`src/rtl/loop_comp.sv`:
```
module loop_comp #(
  parameter int EW = 12,
  parameter int DW = 10,
  parameter int CW = 16,
  parameter int GW = 8
) (
  input  logic              clk,
  input  logic              rst_n,
  input  logic              in_valid,
  input  logic [EW-1:0]     err,
  input  logic              bank_sel,
  input  logic [5*CW-1:0]   ss_coef,
  input  logic [3*EW-1:0]   ss_lim,
  input  logic [4*GW-1:0]   ss_gain,
  input  logic              ss_nl_en,
  input  logic [5*CW-1:0]   nm_coef,
  input  logic [3*EW-1:0]   nm_lim,
  input  logic [4*GW-1:0]   nm_gain,
  input  logic              nm_nl_en,
  output logic              out_valid,
  output logic [DW-1:0]     duty
);
  localparam int CF = CW - 2;
  localparam int GF = GW - 2;
  localparam int SW = EW + 2;
  localparam int XW = (SW > DW + 1) ? SW : DW + 1;
  localparam int PW = CW + XW;
  localparam int AW = PW + 3;
  localparam logic signed [AW-1:0] DMAX = {{(AW-DW){1'b0}}, {DW{1'b1}}};

  logic [2:0]              ph;
  logic                    busy;
  logic                    bank_q;
  logic signed [EW-1:0]    e_in;
  logic signed [SW-1:0]    e0, e1, e2;
  logic [DW-1:0]           y1, y2;
  logic signed [AW-1:0]    acc;

  logic [5*CW-1:0]         cset;
  logic [3*EW-1:0]         lset;
  logic [4*GW-1:0]         gset;
  logic                    nlen;

  assign busy = (ph != 3'd0);
  assign cset = bank_q ? nm_coef  : ss_coef;
  assign lset = bank_q ? nm_lim   : ss_lim;
  assign gset = bank_q ? nm_gain  : ss_gain;
  assign nlen = bank_q ? nm_nl_en : ss_nl_en;

  logic signed [EW:0] ex;
  logic [EW:0]        mag;
  logic [GW-1:0]      gsel;

  assign ex  = {e_in[EW-1], e_in};
  assign mag = ex[EW] ? $unsigned(-ex) : $unsigned(ex);

  always_comb begin
    gsel = gset[0 +: GW];
    if (nlen) begin
      if (mag > {1'b0, lset[0 +: EW]})    gsel = gset[GW +: GW];
      if (mag > {1'b0, lset[EW +: EW]})   gsel = gset[2*GW +: GW];
      if (mag > {1'b0, lset[2*EW +: EW]}) gsel = gset[3*GW +: GW];
    end
  end

  logic signed [CW-1:0] ma;
  logic signed [XW-1:0] mb;
  logic signed [PW-1:0] prod;
  logic signed [AW-1:0] prodx;
  logic signed [SW-1:0] scl;
  logic signed [AW-1:0] q;
  logic [DW-1:0]        ysat;

  always_comb begin
    ma = cset[0 +: CW];
    mb = XW'(e0);
    case (ph)
      3'd1: begin ma = CW'(gsel);          mb = XW'(e_in); end
      3'd3: begin ma = cset[CW +: CW];     mb = XW'(e1);   end
      3'd4: begin ma = cset[2*CW +: CW];   mb = XW'(e2);   end
      3'd5: begin ma = cset[3*CW +: CW];   mb = XW'(y1);   end
      3'd6: begin ma = cset[4*CW +: CW];   mb = XW'(y2);   end
      default: ;
    endcase
  end

  assign prod  = ma * mb;
  assign prodx = AW'(prod);
  assign scl   = SW'(prod >>> GF);
  assign q     = acc >>> CF;

  always_comb begin
    if (q < 0)         ysat = '0;
    else if (q > DMAX) ysat = '1;
    else               ysat = q[DW-1:0];
  end

  always_ff @(posedge clk or negedge rst_n) begin
    if (!rst_n) begin
      ph        <= '0;
      bank_q    <= 1'b0;
      e_in      <= '0;
      e0        <= '0;
      e1        <= '0;
      e2        <= '0;
      y1        <= '0;
      y2        <= '0;
      acc       <= '0;
      out_valid <= 1'b0;
      duty      <= '0;
    end else begin
      out_valid <= 1'b0;
      case (ph)
        3'd0: if (in_valid) begin
          e_in   <= err;
          bank_q <= bank_sel;
          ph     <= 3'd1;
        end
        3'd1: begin
          e0 <= scl;
          ph <= 3'd2;
        end
        3'd2: begin
          acc <= prodx;
          ph  <= 3'd3;
        end
        3'd3, 3'd4: begin
          acc <= acc + prodx;
          ph  <= ph + 3'd1;
        end
        3'd5, 3'd6: begin
          acc <= acc - prodx;
          ph  <= ph + 3'd1;
        end
        default: begin
          out_valid <= 1'b1;
          duty      <= ysat;
          e2        <= e1;
          e1        <= e0;
          y2        <= y1;
          y1        <= ysat;
          ph        <= 3'd0;
        end
      endcase
    end
  end
endmodule


```
`config.mk`:
```
export PLATFORM = sky130hd
export DESIGN_NAME = loop_comp
export DESIGN_NICKNAME = d
export VERILOG_FILES = /design/src/rtl/loop_comp.sv
export SDC_FILE = /design/constraint.sdc
export NUM_CORES = 1
export LEC_CHECK = 0
export CAP_MARGIN = 25
export CORE_MARGIN = 2
export CORE_UTILIZATION = 55
export CTS_BUF_LIST = sky130_fd_sc_hd__clkbuf_4 sky130_fd_sc_hd__clkbuf_8 sky130_fd_sc_hd__clkbuf_16
export DETAILED_ROUTE_END_ITERATION = 10
export DONT_BUFFER_PORTS = 1
export GPL_TIMING_DRIVEN = 1
export PLACE_DENSITY = 0.7
export SLEW_MARGIN = 10
export SYNTH_ARGS = -nofsm -noshare
export SYNTH_HDL_FRONTEND = slang
export SYNTH_SLANG_ARGS = --single-unit
```
`constraint.sdc`:
```
create_clock -name clk -period 17.3 [get_ports clk]
set_input_delay 0.865 -clock clk [delete_from_list [all_inputs] [get_ports clk]]
set_output_delay 0.865 -clock clk [all_outputs]
set_load 0.02 [all_outputs]
```
==> impl_metrics.csv, run 1 <==
group,metric,value,unit
timing,hold_viol_final,0,
synth,synth_cells,2267,
placement,hpwl,55400,um
route,drt_first_pass_iters,6,
clock_network,numCtsBuffers,9,
route,wl_per_cell,24.9,um
timing,worst_slack,3560,ps
grt,grt_max_degree,113,
floorplanning,core.rowCount,68,
synth,synth_area_leader_cell,"fa_1",
setup_path,rrSetupSlack,3560,ps
synth,synth_seq_cells,112,
timing,timing.final.crit_share,79.4,%
route,drt_iter0_drc,1495,
floorplanning,dieWidth,192,um
timing,fmax,72.8,MHz
finish,drive_above_1_share,6.23,%
floorplanning,io-pin-count,325,
route,drc_errors,0,
synth,syn-num-nets,2947,
setup_path,rr_endpoint,"acc[32]",
hold_path,hold_class,"primary input to async pin",
flow_run,maxCapViolCount,0,
timing,tightest_slew,1100,ps
synth,synth_area_leaders,"fa_1 (23%), dfrtp_1 (14%), ha_1 (9.4%)",
floorplanning,core,0.0346,mm2
timing,finalSetupViolCount,0,
setup_path,critPathMaxStageDelay,760,ps
grt,antenna_found_initial,32,
route,drt_wl_total,67400,um
setup_path,required,17550,ps
timing,rsz0062_at_grt,"no",
setup_path,cp-end-kind,"flop",
setup_path,slowest_stage,"nor4b_1",
clock_network,cts_root_buf,"clkbuf_16",
clock_network,postCtsSetupBuffers,0,
floorplanning,die_y,192,um
finish,synthToLayoutAreaGrowth,4.50,%
floorplanning,die-area,0.0367,mm2
timing,final_max_slew_viol_count,0,
placement,port_buffers,0,
synth,async_reset_ff_share,100,%
setup_path,critPathLaunch,"e_in[2]",
synth,seq_area_frac_synth,14.5,%
synth,netlist_area,0.0193,mm2
setup_path,crit_path_end,"acc[32]",
grt,grt_pass1_vias,16572,
clock_network,ctsHoldBuffers,0,
synth,yosys_warnings,0,
setup_path,reg2reg_depth,40,
synth,ys.flop_type,"dfrtp_1",
clock_network,cts_tree,"done",
setup_path,crit_top_cell,"fa_1",
grt,grt_pass1_wl,102000,um
route,avgViaCountPerCell,6.30,
clock_network,clkLatencyLatePin,370,ps
synth,syn_area_per_cell,8.53,um2
grt,grtUsageTotal,37.2,%
setup_path,rr_startpoint,"e_in[2]",
synth,synth_edf_count,0,
clock_network,cts_resized,0,
floorplanning,start_util,55.9,%
route,ant_nets,0,
setup_path,cp-start-kind,"flop",
setup_path,crit_arrival,13990,ps
synth,yosysUniqueCellTypes,87,
setup_path,crit_fanout,15,
timing,skew,18.5,ps
placement,routabilityCongestion,1.05,
clock_network,clock_sinks,112,
timing,period_needed,13740,ps
timing,slew_headroom,26.5,%
finish,num-nets-final,2905,
synth,synth_top_area_share,22.9,%
outcome,status,"finished clean",
grt,grt_overflow,0,
placement,detailedPlace.worstSlack,3910,ps
clock_network,clkTransAtPathRegs,90,ps
clock_network,max-clock-path-buffers,2,
timing,setup_tns,0,ps
route,vias,17080,
clock_network,htree_levels,3,
setup_path,crit_type,"flop to flop",
==> metrics by stage <==
stage / hold slack [ps] / utilization [%] / cell area, um2 / instances
after global placement: 459 / 57.2 / 19800 / 2666
after CTS: 166 / 58.2 / 20100 / 2684
after detailed placement: 463 / 57.3 / 19800 / 2668
after global routing: 168 / 58.4 / 20200 / 2711
after floorplan: 446 / - / 19300 / 2267
final: 176 / 58.4 / 20200 / 2712
==> placed cells by master, fill, tap and decap left out, types with 16 or more instances in the layout <==
cell,n
a211oi_1,35
a21o_1,27
a21oi_1,98
a22oi_1,17
a31oi_1,23
and2_1,28
buf_4,39
dfrtp_1,111
diode_2,27
fa_1,221
ha_1,145
inv_1,259
mux2_2,42
mux2i_1,123
nand2_1,347
nand2b_1,29
nand3_1,20
nor2_1,183
nor2b_1,16
nor3_1,32
o211ai_1,20
o21a_1,19
o21ai_0,74
o22ai_1,18
o31ai_1,19
xnor2_1,56
xor2_1,33
==> cell type report <==
type                            count  area [um2]
Multi-Input combinational cell   1798       15200
Clock inverter                      7        82.6
Clock buffer                        9         225
Timing Repair Buffer               41         305
Inverter                          263         987
Tap cell                          455         569
Sequential cell                   112        2810
Fill cell                        3198       14400
Antenna cell                       27        67.6
==> worst max-delay path, delay by kind of cell (launching register included) <==
| family | cells | cell delay, ps |
|---|---|---|
| xor gates and xnor gates | 2 | 640 |
| AOI/OAI and AO/OA | 11 | 3630 |
| DFF | 1 | 420 |
| muxes | 2 | 860 |
| buffers and inverters | 4 | 430 |
| adders and majority gates | 9 | 4130 |
| and+or+nand+nor | 12 | 3470 |
==> kinds of logic after synthesis <==
group | after synthesis | share of synthesized area (%)
and+or+nand+nor | 719 | 16.4
AOI/OAI and AO/OA | 445 | 15.6
adders and majority gates | 366 | 32.2
buffers and inverters | 357 | 7.13
muxes | 178 | 9.99
DFF | 112 | 14.5
xor gates and xnor gates | 90 | 4.15
==> worst min path at each step <==
stage                     startpoint      to  slack (ps)  depth (start not counted)
after global placement         e2[0]   e2[0]         460                          2
after floorplan               e2[12]  e2[12]         450                          2
after detailed placement      e2[12]  e2[12]         460                          2
after CTS                      rst_n   y1[5]         170                          0
final                          rst_n   y1[7]         180                          0
after global routing           rst_n   y1[7]         170                          0
==> registers in the layout, indices dropped and copies added (netlist names) <==
register   count
y2            10
acc           33
bank_q         1
ph             3
y1            10
out_valid      1
e2            14
e0            14
e_in          12
e1            14
==> metal layers <==
metal,track usage (%),up-vias,share of wire [%]
met3,8.43,162,9.1
met4,17.4,8,4.7
li1,-,7624,-
met5,0,-,0.079
met1,50.6,8425,41
met2,56.3,861,45
==> synth_stat cells (23+ instances only) <==
cell type	count
mux2i_1	123
nor2_1	184
nand2_1	347
xor2_1	33
o21ai_0	75
mux2_2	42
inv_1	259
dfrtp_1	112
clkbuf_1	67
xnor2_1	56
a21o_1	27
nand2b_1	29
ha_1	145
nor3_1	32
a211oi_1	35
a31oi_1	23
a21oi_1	99
and2_1	28
fa_1	221
Power of run 1 is not shown: default switching activity piles up to over one toggle a cycle in this logic, so the estimate is an artifact.
==> run 2: changes to the inputs <==
--- a/config.mk
+++ b/config.mk
@@ -12,7 +12,7 @@
 export DETAILED_ROUTE_END_ITERATION = 10
 export DONT_BUFFER_PORTS = 1
 export GPL_TIMING_DRIVEN = 1
-export PLACE_DENSITY = 0.7
+export PLACE_DENSITY = 0.73
 export SLEW_MARGIN = 10
 export SYNTH_ARGS = -nofsm -noshare
 export SYNTH_HDL_FRONTEND = slang
==> constraint.sdc (replaced) <==
create_clock -name clk -period 11.7 [get_ports clk]
set_input_delay 0.585 -clock clk [delete_from_list [all_inputs] [get_ports clk]]
set_output_delay 0.585 -clock clk [all_outputs]
set_load 0.02 [all_outputs]
==> run 2 against run 1 <==
Utilization is 5.2 points higher. Clock skew is 4.2 ps lower. The flow now finishes with violations (setup timing). Sequential cell count stayed put.
==> impl_metrics.csv, run 2 (synthesis gave the netlist of run 1 again) <==
group,metric,value,unit
finish,layout_commonest_cell,"nand2_1",
grt,grtUsageTotal,38.8,%
floorplanning,io-pin-count,325,
finish,synthToLayoutAreaGrowth,13.8,%
placement,port_buffers,0,
clock_network,max-clock-path-buffers,2,
hold_path,hold_class,"primary input to async pin",
timing,timing.final.crit_share,101,%
finish,top_register,"acc",
timing,slew_headroom,29.5,%
setup_path,critPathMaxStageDelay,540,ps
floorplanning,die_y,192,um
clock_network,htree_levels,3,
finish,n_fill_cell,2864,
timing,finalSetupViolCount,2,
setup_path,slowest_stage,"fa_1",
route,avgViaCountPerCell,6.25,
setup_path,required,11950,ps
route,wl_per_cell,24.9,um
route,ant_nets,0,
floorplanning,dieWidth,192,um
clock_network,cts_tree,"done",
setup_path,crit_type,"flop to flop",
setup_path,crit_fanout,7,
timing,tightest_slew,1050,ps
floorplanning,die-area,0.0367,mm2
finish,drive_above_1_share,16.0,%
timing,worst_slack,-143,ps
floorplanning,core.rowCount,68,
setup_path,rrSetupSlack,-140,ps
grt,grt_max_degree,113,
clock_network,numCtsBuffers,9,
finish,largest_reg_flops,33,
flow_run,maxCapViolCount,0,
clock_network,clock_sinks,112,
timing,rsz0062_at_grt,"yes",
finish,num-nets-final,3056,
outcome,violations,"setup timing",
timing,fin_hold_ws,149,ps
clock_network,clkLatencyLatePin,380,ps
grt,grt_overflow,0,
route,drc_errors,0,
finish,finish.utilization,63.6,%
route,drt_iter0_drc,1665,
route,drt_first_pass_iters,5,
timing,skew,14.3,ps
setup_path,crit_arrival,12090,ps
finish,layout_common_cells,"nand2_1 (347), inv_1 (254), fa_1 (219)",
placement,hpwl,57900,um
grt,grt_pass1_vias,17527,
grt,antenna_found_initial,28,
clock_network,clkTransAtPathRegs,90,ps
route,drt_wl_total,71400,um
grt,grt_pass1_wl,106000,um
floorplanning,core,0.0346,mm2
floorplanning,start_util,55.9,%
timing,fmax,84.4,MHz
timing,hold_viol_final,0,
setup_path,cp-end-kind,"flop",
setup_path,cp-start-kind,"flop",
route,vias,17892,
outcome,status,"complete, but fails checks",
clock_network,cts_root_buf,"clkbuf_16",
timing,period_needed,11840,ps
placement,routabilityCongestion,1.04,
timing,final_max_slew_viol_count,0,
setup_path,crit_top_cell,"fa_1",
[run 2: worst max-delay path, delay by kind of cell (launching register included)]
kind	cells	cell delay (ps)
buffers and inverters	12	1120
multiplexers	2	780
adder cells (fa/ha/maj)	9	3970
flip-flops	1	420
XOR/XNOR	3	550
AO/OA/AOI/OAI	15	2620
AND/OR/NAND/NOR	12	2250
[run 2: layout make-up]
type                       count  area, um2  area share, %
clock buffer                   9        225           1.02
antenna                       29       72.6          0.330
timing repair buffer         192       1550           7.03
inverter                     263        990           4.49
sequential                   112       2810           12.7
multi-input combinational   1798      15700           71.4
clock inverter                 7       91.3          0.415
tap                          455        569           2.58
[run 2: repair_timing]
action,in CTS,in global routing
pin swaps,31,38
endpoints found under the hold margin,112,0
setup buffers,11,33
gates cloned,1,0
endpoints found under the setup margin,4,14
hold buffers,1,0
gates resized for setup,45,79
[run 2: worst paths after layout]
path                         start  endpoint  depth (start not counted)
setup / recovery           e_in[3]   acc[32]                         53
hold / removal               rst_n     y2[9]                          1
setup reg to reg           e_in[3]   acc[32]                         53
hold reg to reg             e2[10]    e2[10]                          2
max in group asynchronous    rst_n    bank_q                          1
min in group clk            err[6]   e_in[6]                          1
[run 2: metal layers]
metal  track usage [%]  share of wire, %
met5                 0             0.074
met3              10.7                11
met2              60.1                46
met4              20.9               5.5
met1              49.4                38
[run 2: stage by stage]
stage / TNS [ps] / cell area [um2] / instances / setup WS [ps]
5_1_grt: -2560 / 22000 / 2860 / -478
6_report: -182 / 22000 / 2865 / -143
4_1_cts: 0 / 21400 / 2803 / 7.81
3_3_place_gp: -45.8 / 20600 / 2772 / -45.8
3_5_place_dp: -158 / 20700 / 2774 / -158
2_1_floorplan: 0 / 19400 / 2267 / 26.2
Power of run 2 is left out for the same reason.
